### src/rtl/pinport_pkg.sv
`timescale 1ns/1ps
// Package: register addresses and helper types shared by the pin port.
// Assumes an address space of 2*N_PINS locations with the per-pin code
// registers occupying the upper half.
package pinport_pkg;
    localparam int unsigned ADDR_DATA = 0;
    localparam int unsigned ADDR_MASK = 1;
    localparam int unsigned ADDR_POL  = 2;
    localparam int unsigned ADDR_PEND = 3;

    typedef enum logic [1:0] {
        EDGE_RISE = 2'd0,
        EDGE_FALL = 2'd1
    } edge_sel_e;
endpackage

### src/rtl/pinport_regs.sv
`timescale 1ns/1ps
// Module: register file of the pin port. Holds the data, mask, polarity and
// per-pin sink codes, decodes pending-clear writes and muxes read data.
// Assumes N_PINS >= CODE_W and N_PINS >= 4 so the lower addresses fit.
module pinport_regs
    import pinport_pkg::*;
#(
    parameter int unsigned N_PINS = 8,
    parameter int unsigned CODE_W = 4,
    localparam int unsigned IDX_W  = $clog2(N_PINS),
    localparam int unsigned ADDR_W = IDX_W + 1
) (
    input  logic                          clk,
    input  logic                          rst_n,
    input  logic                          wr,
    input  logic [ADDR_W-1:0]             addr,
    input  logic [N_PINS-1:0]             wdata,
    input  logic [N_PINS-1:0]             pin_lvl,
    input  logic [N_PINS-1:0]             pend,
    output logic [N_PINS-1:0]             rdata,
    output logic [N_PINS-1:0]             data_q,
    output logic [N_PINS-1:0]             mask_q,
    output logic [N_PINS-1:0]             pol_q,
    output logic [N_PINS-1:0]             pend_clr,
    output logic [N_PINS-1:0][CODE_W-1:0] code_q
);
    logic             code_sel;
    logic [IDX_W-1:0] code_idx;

    assign code_sel = addr[ADDR_W-1];
    assign code_idx = addr[IDX_W-1:0];

    // Control registers: data resets to all ones, the others to zero.
    always_ff @(posedge clk) begin
        if (!rst_n) begin
            data_q <= '1;
            mask_q <= '0;
            pol_q  <= '0;
        end else if (wr && !code_sel) begin
            if (code_idx == IDX_W'(ADDR_DATA)) data_q <= wdata;
            if (code_idx == IDX_W'(ADDR_MASK)) mask_q <= wdata;
            if (code_idx == IDX_W'(ADDR_POL))  pol_q  <= wdata;
        end
    end

    // One sink-strength register per pin.
    for (genvar i = 0; i < N_PINS; i++) begin : g_code
        always_ff @(posedge clk) begin
            if (!rst_n)
                code_q[i] <= '0;
            else if (wr && code_sel && code_idx == IDX_W'(i))
                code_q[i] <= wdata[CODE_W-1:0];
        end
    end

    // Write-one-to-clear strobes for the pending register.
    always_comb begin
        pend_clr = '0;
        if (wr && !code_sel && code_idx == IDX_W'(ADDR_PEND))
            pend_clr = wdata;
    end

    // Read data mux.
    always_comb begin
        rdata = '0;
        if (code_sel) begin
            rdata = {{(N_PINS-CODE_W){1'b0}}, code_q[code_idx]};
        end else begin
            case (code_idx)
                IDX_W'(ADDR_DATA): rdata = pin_lvl;
                IDX_W'(ADDR_MASK): rdata = mask_q;
                IDX_W'(ADDR_POL):  rdata = pol_q;
                IDX_W'(ADDR_PEND): rdata = pend;
                default:           rdata = '0;
            endcase
        end
    end
endmodule

### src/rtl/pinport_edge.sv
`timescale 1ns/1ps
// Module: one pin's input path. It synchronises the pin with two flops,
// keeps a third flop for edge detection, and latches qualified edges into a
// pending bit. Assumes pins idle high, so all flops reset to 1.
module pinport_edge
    import pinport_pkg::*;
(
    input  logic clk,
    input  logic rst_n,
    input  logic pin,
    input  logic falling,
    input  logic enable,
    input  logic clr,
    output logic level,
    output logic pend
);
    logic      sync1, sync2, last;
    logic      hit;
    edge_sel_e sel;

    // Synchroniser and history flops.
    always_ff @(posedge clk) begin
        if (!rst_n) begin
            sync1 <= 1'b1;
            sync2 <= 1'b1;
            last  <= 1'b1;
        end else begin
            sync1 <= pin;
            sync2 <= sync1;
            last  <= sync2;
        end
    end

    // Edge qualification by polarity and mask.
    always_comb begin
        sel = falling ? EDGE_FALL : EDGE_RISE;
        case (sel)
            EDGE_FALL: hit = enable & ~sync2 & last;
            default:   hit = enable & sync2 & ~last;
        endcase
    end

    // Pending bit: a new edge beats a simultaneous clear.
    always_ff @(posedge clk) begin
        if (!rst_n)
            pend <= 1'b0;
        else
            pend <= (pend & ~clr) | hit;
    end

    assign level = sync2;
endmodule

### src/rtl/pinport_pad.sv
`timescale 1ns/1ps
// Module: pad control mapping. It turns the data register into pull-up and
// sink enables, flattens the codes and marks the high-current pins.
// Assumes HI_PINS <= N_PINS.
module pinport_pad #(
    parameter int unsigned N_PINS  = 8,
    parameter int unsigned CODE_W  = 4,
    parameter int unsigned HI_PINS = 2
) (
    input  logic [N_PINS-1:0]             data_q,
    input  logic [N_PINS-1:0][CODE_W-1:0] code_q,
    output logic [N_PINS-1:0]             pu_en,
    output logic [N_PINS-1:0]             sink_en,
    output logic [N_PINS*CODE_W-1:0]      sink_code,
    output logic [N_PINS-1:0]             hi_class
);
    for (genvar i = 0; i < N_PINS; i++) begin : g_pad
        // A 1 releases the sink and pulls the pin up; a 0 sinks current.
        assign pu_en[i]   = data_q[i];
        assign sink_en[i] = ~data_q[i];
        assign sink_code[i*CODE_W +: CODE_W] = code_q[i];
        if (i < HI_PINS) begin : g_hi
            assign hi_class[i] = 1'b1;
        end else begin : g_lo
            assign hi_class[i] = 1'b0;
        end
    end
endmodule

### src/rtl/pinport_ctrl.sv
`timescale 1ns/1ps
// Module: top of the open-drain pin port. It ties the register file, the
// per-pin edge detectors and the pad mapping together and ORs the masked
// pending bits into one interrupt. Assumes a synchronous active-low reset.
module pinport_ctrl #(
    parameter int unsigned N_PINS  = 8,
    parameter int unsigned CODE_W  = 4,
    parameter int unsigned HI_PINS = 2,
    localparam int unsigned ADDR_W = $clog2(N_PINS) + 1
) (
    input  logic                     clk,
    input  logic                     rst_n,
    input  logic                     bus_wr,
    input  logic [ADDR_W-1:0]        bus_addr,
    input  logic [N_PINS-1:0]        bus_wdata,
    output logic [N_PINS-1:0]        bus_rdata,
    input  logic [N_PINS-1:0]        pin_in,
    output logic [N_PINS-1:0]        pu_en,
    output logic [N_PINS-1:0]        sink_en,
    output logic [N_PINS*CODE_W-1:0] sink_code,
    output logic [N_PINS-1:0]        hi_class,
    output logic                     irq
);
    logic [N_PINS-1:0]             data_q, mask_q, pol_q, pend_clr, pend_q, pin_lvl;
    logic [N_PINS-1:0][CODE_W-1:0] code_q;

    pinport_regs #(.N_PINS(N_PINS), .CODE_W(CODE_W)) u_regs (
        .clk(clk), .rst_n(rst_n), .wr(bus_wr), .addr(bus_addr),
        .wdata(bus_wdata), .pin_lvl(pin_lvl), .pend(pend_q),
        .rdata(bus_rdata), .data_q(data_q), .mask_q(mask_q),
        .pol_q(pol_q), .pend_clr(pend_clr), .code_q(code_q)
    );

    for (genvar i = 0; i < N_PINS; i++) begin : g_pin
        pinport_edge u_edge (
            .clk(clk), .rst_n(rst_n), .pin(pin_in[i]),
            .falling(pol_q[i]), .enable(mask_q[i]), .clr(pend_clr[i]),
            .level(pin_lvl[i]), .pend(pend_q[i])
        );
    end

    pinport_pad #(.N_PINS(N_PINS), .CODE_W(CODE_W), .HI_PINS(HI_PINS)) u_pad (
        .data_q(data_q), .code_q(code_q), .pu_en(pu_en),
        .sink_en(sink_en), .sink_code(sink_code), .hi_class(hi_class)
    );

    // Single port interrupt from pending pins that are still enabled.
    assign irq = |(pend_q & mask_q);
endmodule

### config.mk
export PLATFORM = sky130hd
export DESIGN_NAME = pinport_ctrl
export DESIGN_NICKNAME = d
export VERILOG_FILES = /design/src/rtl/pinport_pkg.sv /design/src/rtl/pinport_regs.sv /design/src/rtl/pinport_edge.sv /design/src/rtl/pinport_pad.sv /design/src/rtl/pinport_ctrl.sv
export SDC_FILE = /design/constraint.sdc
export NUM_CORES = 1
export LEC_CHECK = 0
export BUFFER_PORTS_ARGS = -buffer_cell sky130_fd_sc_hd__buf_2
export CAP_MARGIN = 20
export CELL_PAD_IN_SITES_DETAIL_PLACEMENT = 1
export CELL_PAD_IN_SITES_GLOBAL_PLACEMENT = 2
export CORE_AREA = 2 2 110 134
export DETAILED_ROUTE_END_ITERATION = 6
export DIE_AREA = 0 0 112 136
export PLACE_DENSITY = 0.8
export SLEW_MARGIN = 20
export SYNTH_ARGS = -nofsm -noshare
export SYNTH_HDL_FRONTEND = slang
export SYNTH_SLANG_ARGS = --single-unit
### constraint.sdc
create_clock -name clk -period 1.6 [get_ports clk]
set_clock_uncertainty 0.1 [all_clocks]
set_input_delay 0.24 -clock clk [delete_from_list [all_inputs] [get_ports clk]]
set_output_delay 0.24 -clock clk [all_outputs]
set_load 0.02 [all_outputs]
==> results of run 1 <==
[state kept, by name (all words and copies together), names as in the netlist]
name                count
u_regs.data_q           8
g_pin.u_edge.pend       8
u_regs.code_q          32
g_pin.u_edge.level      8
u_regs.mask_q           8
g_pin.u_edge.sync1      8
u_regs.pol_q            8
g_pin.u_edge.last       8
[synth_stat cells]
library cell	number
dfxtp_1	88
o21ai_0	64
a21boi_0	55
nand3_1	49
clkbuf_1	26
nand2b_1	26
inv_1	17
mux4_2	12
buf_4	10
and3b_1	9
buf_2	9
nor3b_1	8
o31ai_1	8
o311ai_0	7
and2_1	5
a22oi_1	4
and3_1	4
a221o_1	3
mux4_1	3
conb_1	2
mux2_2	2
nand2_1	2
nor2_1	2
nor2b_1	2
o221ai_1	2
a21boi_1	1
and2b_1	1
buf_1	1
buf_6	1
buf_8	1
clkbuf_2	1
nand3b_1	1
nand4_1	1
nor3b_2	1
o211ai_1	1
o311ai_1	1
or2_1	1
or2_2	1
or2b_1	1
or3b_1	1
[worst register-to-register path: stages (launching register included)]
cell,delay [ns]
dfxtp_2,0.33
buf_4,0.14
and3b_1,0.17
o21ai_0,0.17
a21boi_0,0.12
[cell families after synthesis]
family,synth area share (%)
simple gates,16.9
other cells,0.183
flops,42.9
compound gates,23.3
mux,9.05
buf+inv,7.71
[layer usage]
metal / global-route usage (%) / up-vias
met5: 0 / -
met2: 34.5 / 108
met1: 21.8 / 1931
li1: - / 1848
met3: 3.21 / 27
met4: 8.81 / 0
[worst max path at each step]
stage                              startpoint      endpoint  slack, ns  cells after the start
2_1_floorplan                     bus_addr[0]  bus_rdata[0]      -0.13                      4
3_3_place_gp                      bus_addr[0]  bus_rdata[3]      -0.52                      5
3_5_place_dp                      bus_addr[0]  bus_rdata[3]      -0.56                      5
4_1_cts        u_regs.code_q[24]$_SDFFE_PN0P_  bus_rdata[0]      -0.51                      4
5_1_grt        u_regs.code_q[28]$_SDFFE_PN0P_  bus_rdata[0]      -0.52                      4
6_report       u_regs.code_q[24]$_SDFFE_PN0P_  bus_rdata[0]      -0.49                      4
[where the power goes]
| group | total, mW | switching [mW] | internal, mW |
|---|---|---|---|
| clock network | 1.97 | 0.851 | 1.12 |
| logic | 0.601 | 0.332 | 0.269 |
| registers | 2.26 | 0.0249 | 2.24 |
| total | 4.84 | 1.21 | 3.63 |
[cells in the final DEF, fill, tap and decap left out, types with 3 or more instances in the layout]
master and n:
a22oi_2 4, dfxtp_1 59, conb_1 8, buf_2 68, a221o_1 3, o31ai_1 8
buf_4 85, nand2b_1 26, o21ai_0 64, nor3b_1 8, inv_1 17, dlygate4sd3_1 8
buf_12 7, dfxtp_2 29, a21boi_0 55, o311ai_0 7, and3b_1 9, buf_6 13
clkbuf_16 9, mux4_2 15, nand3_1 49, and2_4 4
[what timing repair did]
action | 4_1_cts | 5_1_grt
endpoints found under the setup margin | 9 | 9
pin swaps | 11 | 5
hold endpoints to repair | 8 | 0
hold buffers | 8 | 0
setup buffers | 14 | 0
gates resized for setup | 62 | 5
[cell type report]
cell class / instances / area (um^2)
well taps: 175 / 219
clock buffers: 12 / 256
multi-input cells: 286 / 2090
repair buffers: 181 / 1350
clock inverters: 3 / 17.5
inverters: 17 / 63.8
fillers: 1659 / 8260
flip-flops and latches: 88 / 1800
==> flow_metrics.env, run 1 <==
export IMPL_violations="negative setup slack"
export IMPL_syn_cell_area_mm2=0.00411
export IMPL_drc=0
export IMPL_grt_pass1_vias=4081
export IMPL_r2r_start="u_regs.pol_q[1]$_SDFFE_PN0P_"
export IMPL_finalPower_mw=4.84
export IMPL_start_util_pct=29.2
export IMPL_crit_family="multiplexers"
export IMPL_reg2reg_depth=4
export IMPL_rsz0062_at_grt="true"
export IMPL_cp_cell_sequence="mux4_2 -> and3_4 -> a221o_1 -> buf_6"
export IMPL_met2WireLength_um=7370
export IMPL_grtUsageTotal_pct=19.0
export IMPL_fin_ws_ns=-0.490
export IMPL_vias_per_cell=5.14
export IMPL_synth_area_leaders="dfxtp_1 (43%), a21boi_0 (10%), o21ai_0 (7.8%)"
export IMPL_critical_path_class="flip-flop to output pin"
export IMPL_slew_viol_final=0
export IMPL_slowest_delay_ns=0.46
export IMPL_fin_crit_sh_pct=131
export IMPL_core_area_mm2=0.0141
export IMPL_placed_cells=725
export IMPL_postSynthCellCount=434
export IMPL_cts_root_buf="clkbuf_16"
export IMPL_n_antenna_cell=0
export IMPL_holdCritPathClass="primary input to flip-flop"
export IMPL_grt_max_degree=57
export IMPL_ant_nets=0
export IMPL_whs_ns=0.0867
export IMPL_path_max_fanout=2
export IMPL_reg2reg_to="g_pin[1].u_edge.pend$_SDFF_PN0_"
export IMPL_wl_met1_um=5780
export IMPL_cts_buffers=9
export IMPL_fp_dieH_um=136
export IMPL_cts_sinks=88
export IMPL_finalWeightedCongestion=0.839
export IMPL_cts_buffer_depth=2
export IMPL_synth_largest_area_cell="dfxtp_1"
export IMPL_first_pass_iters=4
export IMPL_setup_violations=9
export IMPL_layoutNonFillerInstCount=762
export IMPL_cp_end_kind="output pin"
export IMPL_ys_seq_area_share_pct=42.9
export IMPL_peakVddDrop_uv=397
export IMPL_clock_latency_ns=0.34
export IMPL_rrSetupSlack_ns=0.45
export IMPL_final_core_utilization_pct=41.2
export IMPL_wl_met3_um=527
export IMPL_via_count=3914
export IMPL_port_buffers=79
export IMPL_rows=48
export IMPL_top_layer="met4"
export IMPL_p_leak_nw=2.45
export IMPL_cts_tree="done"
export IMPL_cp_required_ns=1.26
export IMPL_nNetsFinal=606
export IMPL_cellPowerDensity_mw_per_mm2=835
export IMPL_cap_violations=0
export IMPL_arrival_ns=1.75
export IMPL_hp_start="bus_wdata[5]"
export IMPL_crit_slowest_cell="mux4_2"
export IMPL_area_growth_pct=41.1
export IMPL_htree_levels=3
export IMPL_crit_buf_inv=1
export IMPL_setup_tns_ns=-2.34
export IMPL_grt_first_pass_wirelength_um=22400
export IMPL_clk_pin_slew_worst_paths_ns=0.06
export IMPL_post_place_ws_ns=-0.562
export IMPL_die_x_um=112
export IMPL_avgSynthCellArea_um2=9.46
export IMPL_ys_types=40
export IMPL_routed_wl_um=14100
export IMPL_fp_dieArea_mm2=0.0152
export IMPL_ys_ff_latch=88
export IMPL_synth_warning_count=0
export IMPL_placed_area_mm2=0.00517
export IMPL_drive_gt1_share_pct=42.2
export IMPL_design_area_mm2=0.00579
export IMPL_fmax_ghz=0.478
export IMPL_run_status="finished, violations left"
export IMPL_whs_endpoint="u_regs.pol_q[5]$_SDFFE_PN0P_"
export IMPL_cp_start_kind="flip-flop"
export IMPL_grt_ovfl_total=0
export IMPL_dp_hpwl_um=9790
export IMPL_ios=88
export IMPL_hold_viol_final=0
export IMPL_antenna_found_initial=0
export IMPL_min_period_ns=2.09
export IMPL_synth_top_area_share_pct=42.9
export IMPL_wl_per_cell_um=18.6
export IMPL_whs_path_depth=3
export IMPL_drt_iter0_markers=200
Note: power is estimated with default switching activity, not from simulation.
==> run 2, diff against run 1 <==
Settings changed: RECOVER_POWER from default to 25.
==> flow_metrics.env, run 2 (synthesis results as in run 1) <==
export IMPL_wl_met1_um=5770
export IMPL_slowest_delay_ns=0.46
export IMPL_cp_cell_sequence="mux4_2 -> and3_4 -> a221o_1 -> buf_6"
export IMPL_cp_start_kind="flip-flop"
export IMPL_die_x_um=112
export IMPL_fin_crit_sh_pct=130
export IMPL_fp_dieArea_mm2=0.0152
export IMPL_grt_pass1_vias=4081
export IMPL_grt_first_pass_wirelength_um=22400
export IMPL_whs_ns=0.0861
export IMPL_rows=48
export IMPL_grt_max_degree=57
export IMPL_path_max_fanout=2
export IMPL_final_cell_mix="buf_4 (79), buf_2 (67), o21ai_0 (64), dfxtp_1 (64), a21boi_0 (55)"
export IMPL_switchingPower_mw=1.21
export IMPL_core_area_mm2=0.0141
export IMPL_p_sw_share_pct=25.0
export IMPL_placed_area_mm2=0.00517
export IMPL_combPwrFrac_pct=12.3
export IMPL_internal_power_mw=3.62
export IMPL_cts_tree="done"
export IMPL_htree_levels=3
export IMPL_n_antenna_cell=0
export IMPL_antenna_found_initial=0
export IMPL_regMostFlops="u_regs.code_q"
export IMPL_finalPower_mw=4.83
export IMPL_arrival_ns=1.75
export IMPL_crit_family="multiplexers"
export IMPL_clk_pin_slew_worst_paths_ns=0.06
export IMPL_violations="negative setup slack"
export IMPL_layoutNonFillerInstCount=762
export IMPL_via_count=3912
export IMPL_cellPowerDensity_mw_per_mm2=839
export IMPL_cp_end_kind="output pin"
export IMPL_wl_met3_um=534
export IMPL_rsz0062_at_grt="true"
export IMPL_finalWeightedCongestion=0.839
export IMPL_min_period_ns=2.09
export IMPL_fp_dieH_um=136
export IMPL_clock_latency_ns=0.34
export IMPL_holdCritPathClass="primary input to flip-flop"
export IMPL_run_status="finished, violations left"
export IMPL_start_util_pct=29.2
export IMPL_drive_gt1_share_pct=40.5
export IMPL_ant_nets=0
export IMPL_drt_iter0_markers=208
export IMPL_cts_buffer_depth=2
export IMPL_p_leak_nw=2.43
export IMPL_cap_violations=0
export IMPL_grtUsageTotal_pct=19.0
export IMPL_cts_root_buf="clkbuf_16"
export IMPL_ios=88
export IMPL_fmax_ghz=0.479
export IMPL_cp_required_ns=1.26
export IMPL_design_area_mm2=0.00576
export IMPL_top_layer="met4"
export IMPL_nNetsFinal=606
export IMPL_slew_viol_final=0
export IMPL_peakVddDrop_uv=398
export IMPL_cts_sinks=88
export IMPL_final_core_utilization_pct=41.0
export IMPL_mostFrequentLayoutCell="buf_4"
export IMPL_fin_ws_ns=-0.488
export IMPL_dp_hpwl_um=9790
export IMPL_clock_power_share_pct=40.9
export IMPL_first_pass_iters=4
export IMPL_setup_tns_ns=-2.37
export IMPL_met2WireLength_um=7370
export IMPL_port_buffers=79
export IMPL_largest_reg_flops=32
export IMPL_routed_wl_um=14100
export IMPL_crit_buf_inv=1
export IMPL_drc=0
export IMPL_grt_ovfl_total=0
export IMPL_post_place_ws_ns=-0.562
export IMPL_setup_violations=9
export IMPL_wl_per_cell_um=18.6
export IMPL_vias_per_cell=5.13
export IMPL_critical_path_class="flip-flop to output pin"
export IMPL_power_frac_seq_pct=46.8
export IMPL_placed_cells=725
export IMPL_crit_slowest_cell="mux4_2"
export IMPL_area_growth_pct=40.2
export IMPL_hold_viol_final=0
export IMPL_cts_buffers=9
## run 2: changes by cell type in the layout (fill, tap and decap cells not counted)
cell      change
buf_4         -6
clkbuf_1      +5
dfxtp_1       +5
dfxtp_2       -5
clkbuf_4      +2
buf_12        -1
buf_2         -1
clkbuf_2      +1
## run 2: final timing paths
path	start	end	slack (ns)	cells past startpoint
setup / recovery	u_regs.code_q[24]$_SDFFE_PN0P_	bus_rdata[0]	-0.49	4
hold / removal	bus_wdata[5]	u_regs.pol_q[5]$_SDFFE_PN0P_	0.09	3
setup reg to reg	g_pin[0].u_edge.level$_SDFF_PN1_	g_pin[0].u_edge.pend$_SDFF_PN0_	0.44	4
hold reg to reg	g_pin[2].u_edge.sync1$_SDFF_PN1_	g_pin[2].u_edge.level$_SDFF_PN1_	0.31	1
## run 2: layout make-up
type	instances	area, um^2
well taps	175	219
fillers	1667	8300
clock buffers	12	256
clock inverters	3	17.5
repair buffers	181	1310
flip-flops and latches	88	1790
multi-input cells	286	2090
inverters	17	63.8
## run 2: metal layers
layer | global-route usage (%) | up-vias
met5 | 0 | -
met4 | 8.81 | 0
met3 | 3.21 | 27
met2 | 34.5 | 108
met1 | 21.8 | 1931
li1 | - | 1846
## run 2: power groups by stage
stage / Combinational [mW] / Clock [mW] / Sequential [mW]
after detailed placement: 0.555 / 0 / 2.31
after CTS: 0.601 / 2.03 / 2.26
after floorplan: 0.301 / 0 / 2.32
after global placement: 0.542 / 0 / 2.31
after global routing: 0.639 / 2.10 / 2.26
final: 0.594 / 1.97 / 2.26
## run 2: timing repair
action | CTS | global route
hold buffers | 8 | 0
buffers inserted | 14 | 0
endpoints found under the hold margin | 8 | 0
pin swaps | 11 | 5
endpoints found under the setup margin | 9 | 9
gates resized for setup | 62 | 5
## run 2: worst reg2reg max path, stage by stage, from the launching register on
cell	delay, ns
dfxtp_1	0.34
clkbuf_1	0.14
nor3b_1	0.24
o21ai_0	0.10
a21boi_0	0.16
==> run 3, diff against run 2 <==
Settings changed: BUFFER_PORTS_ARGS -buffer_cell sky130_fd_sc_hd__buf_2 to -buffer_cell sky130_fd_sc_hd__clkbuf_2.
==> flow_metrics.env, run 3 (synthesis results as in run 1) <==
export IMPL_cts_buffers=9
export IMPL_register_area_mm2=0.00180
export IMPL_wl_per_cell_um=18.4
export IMPL_run_status="finished, violations left"
export IMPL_min_period_ns=2.13
export IMPL_peakVddDrop_uv=597
export IMPL_cts_tree="done"
export IMPL_grt_first_pass_wirelength_um=21800
export IMPL_vias_per_cell=5.15
export IMPL_mostFrequentLayoutCell="buf_4"
export IMPL_dp_hpwl_um=9880
export IMPL_crit_buf_inv=1
export IMPL_htree_levels=3
export IMPL_combPwrFrac_pct=12.0
export IMPL_regMostFlops="u_regs.code_q"
export IMPL_n_antenna_cell=0
export IMPL_start_util_pct=29.2
export IMPL_power_frac_seq_pct=46.0
export IMPL_cellPowerDensity_mw_per_mm2=851
export IMPL_rows=48
export IMPL_final_cell_mix="buf_4 (78), clkbuf_2 (68), o21ai_0 (64), dfxtp_1 (60), a21boi_0 (55)"
export IMPL_crit_family="multiplexers"
export IMPL_port_buffers=79
export IMPL_clk_pin_slew_worst_paths_ns=0.06
export IMPL_antenna_found_initial=0
export IMPL_post_place_ws_ns=-0.559
export IMPL_core_area_mm2=0.0141
export IMPL_drc=0
export IMPL_critical_path_class="flip-flop to output pin"
export IMPL_fill_cells=1626
export IMPL_ios=88
export IMPL_cp_required_ns=1.26
export IMPL_cts_root_buf="clkbuf_16"
export IMPL_cp_start_kind="flip-flop"
export IMPL_arrival_ns=1.79
export IMPL_fp_dieH_um=136
export IMPL_grt_max_degree=89
export IMPL_worst_pin_slew_ns=0.889
export IMPL_largest_reg_flops=32
export IMPL_holdCritPathClass="primary input to flip-flop"
export IMPL_rsz0062_at_grt="true"
export IMPL_drt_iter0_markers=208
export IMPL_path_max_fanout=2
export IMPL_cp_end_kind="output pin"
export IMPL_placed_area_mm2=0.00514
export IMPL_first_pass_iters=4
export IMPL_ant_nets=0
export IMPL_finalWeightedCongestion=0.848
export IMPL_nNetsFinal=601
export IMPL_clock_latency_ns=0.34
export IMPL_cp_cell_sequence="mux4_2 -> and3_4 -> a221o_1 -> clkbuf_8"
export IMPL_violations="negative setup slack"
export IMPL_clock_power_share_pct=41.9
export IMPL_grtUsageTotal_pct=18.5
export IMPL_design_area_mm2=0.00577
export IMPL_fmax_ghz=0.470
export IMPL_setup_violations=9
export IMPL_area_growth_pct=40.6
export IMPL_grt_ovfl_total=0
export IMPL_fin_crit_sh_pct=133
export IMPL_cts_sinks=88
export IMPL_switchingPower_mw=1.24
export IMPL_cap_violations=0
export IMPL_slew_viol_final=0
export IMPL_p_leak_nw=2.42
export IMPL_routed_wl_um=14000
export IMPL_fp_dieArea_mm2=0.0152
export IMPL_fin_ws_ns=-0.526
export IMPL_crit_slowest_cell="mux4_2"
export IMPL_die_x_um=112
export IMPL_internal_power_mw=3.68
export IMPL_drive_gt1_share_pct=41.0
export IMPL_slew_limit_headroom_pct=40.7
export IMPL_multi_input_area_mm2=0.00208
export IMPL_via_count=3907
export IMPL_p_sw_share_pct=25.1
export IMPL_grt_pass1_vias=4130
export IMPL_hold_viol_final=0
export IMPL_slowest_delay_ns=0.47
export IMPL_cts_buffer_depth=2
run 3: cell count changes in the layout (fill, tap and decap cells not counted), moves of 2 or more:
cell and delta:
o221ai_2 -2, dfxtp_1 -4, buf_2 -67, clkbuf_8 +7, buf_6 -9, o221ai_1 +2, clkbuf_2 +67, dfxtp_2 +4
buf_8 +4, clkbuf_1 -4
run 3: metal layers:
layer | track usage, % | wire length (um)
met1 | 20.6 | 5660
met2 | 33.9 | 7400
met3 | 3.70 | 438
met4 | 8.33 | 469
met5 | 0 | 0
run 3: layout make-up:
| type | count | area share [%] |
|---|---|---|
| Multi-Input combinational cell | 286 | 36.0 |
| Clock buffer | 14 | 4.75 |
| Timing Repair Buffer | 176 | 23.0 |
| Clock inverter | 2 | 0.217 |
| Inverter | 17 | 1.11 |
| Sequential cell | 88 | 31.1 |
| Tap cell | 175 | 3.79 |
run 3: timing repair:
action | in CTS | in global routing
hold buffers | 8 | 0
setup buffers | 14 | 0
gates cloned | 0 | 0
pin swaps | 12 | 0
gates resized for setup | 64 | 4
endpoints found under the setup margin | 9 | 9
hold endpoints to repair | 8 | 0
run 3: worst min-delay path: stages:
cell      delay [ns]
clkbuf_2        0.11
nand3_1         0.07
a21boi_1        0.05
run 3: worst paths after layout:
check / start / end / slack (ns) / cells after the start
min: bus_wdata[6] / u_regs.pol_q[6]$_SDFFE_PN0P_ / 0.08 / 3
min reg2reg: g_pin[2].u_edge.sync1$_SDFF_PN1_ / g_pin[2].u_edge.level$_SDFF_PN1_ / 0.32 / 1
max reg2reg: u_regs.pol_q[7]$_SDFFE_PN0P_ / g_pin[7].u_edge.pend$_SDFF_PN0_ / 0.41 / 4
max: u_regs.code_q[28]$_SDFFE_PN0P_ / bus_rdata[0] / -0.53 / 4
run 3: power by group through the flow:
stage | clock network, mW | logic, mW | registers, mW
final | 2.06 | 0.590 | 2.26
after global routing | 2.19 | 0.634 | 2.27
after CTS | 2.10 | 0.595 | 2.26
after detailed placement | 0 | 0.548 | 2.31
after global placement | 0 | 0.535 | 2.31
after floorplan | 0 | 0.301 | 2.32
run 3: stage by stage:
| step | hold WS [ns] | TNS [ns] | util, % | total power [mW] | cells |
|---|---|---|---|---|---|
| floorplan | 0.241 | -0.421 | - | 2.62 | 440 |
| global placement | 0.298 | -3.06 | 36.6 | 2.84 | 721 |
| detailed placement | 0.299 | -5.37 | 36.6 | 2.86 | 721 |
| CTS | 0.0570 | -2.58 | 41.1 | 4.96 | 758 |
| global route | 0.0945 | -2.80 | 41.1 | 5.09 | 758 |
| finish | 0.0798 | -2.48 | 41.1 | 4.92 | 758 |
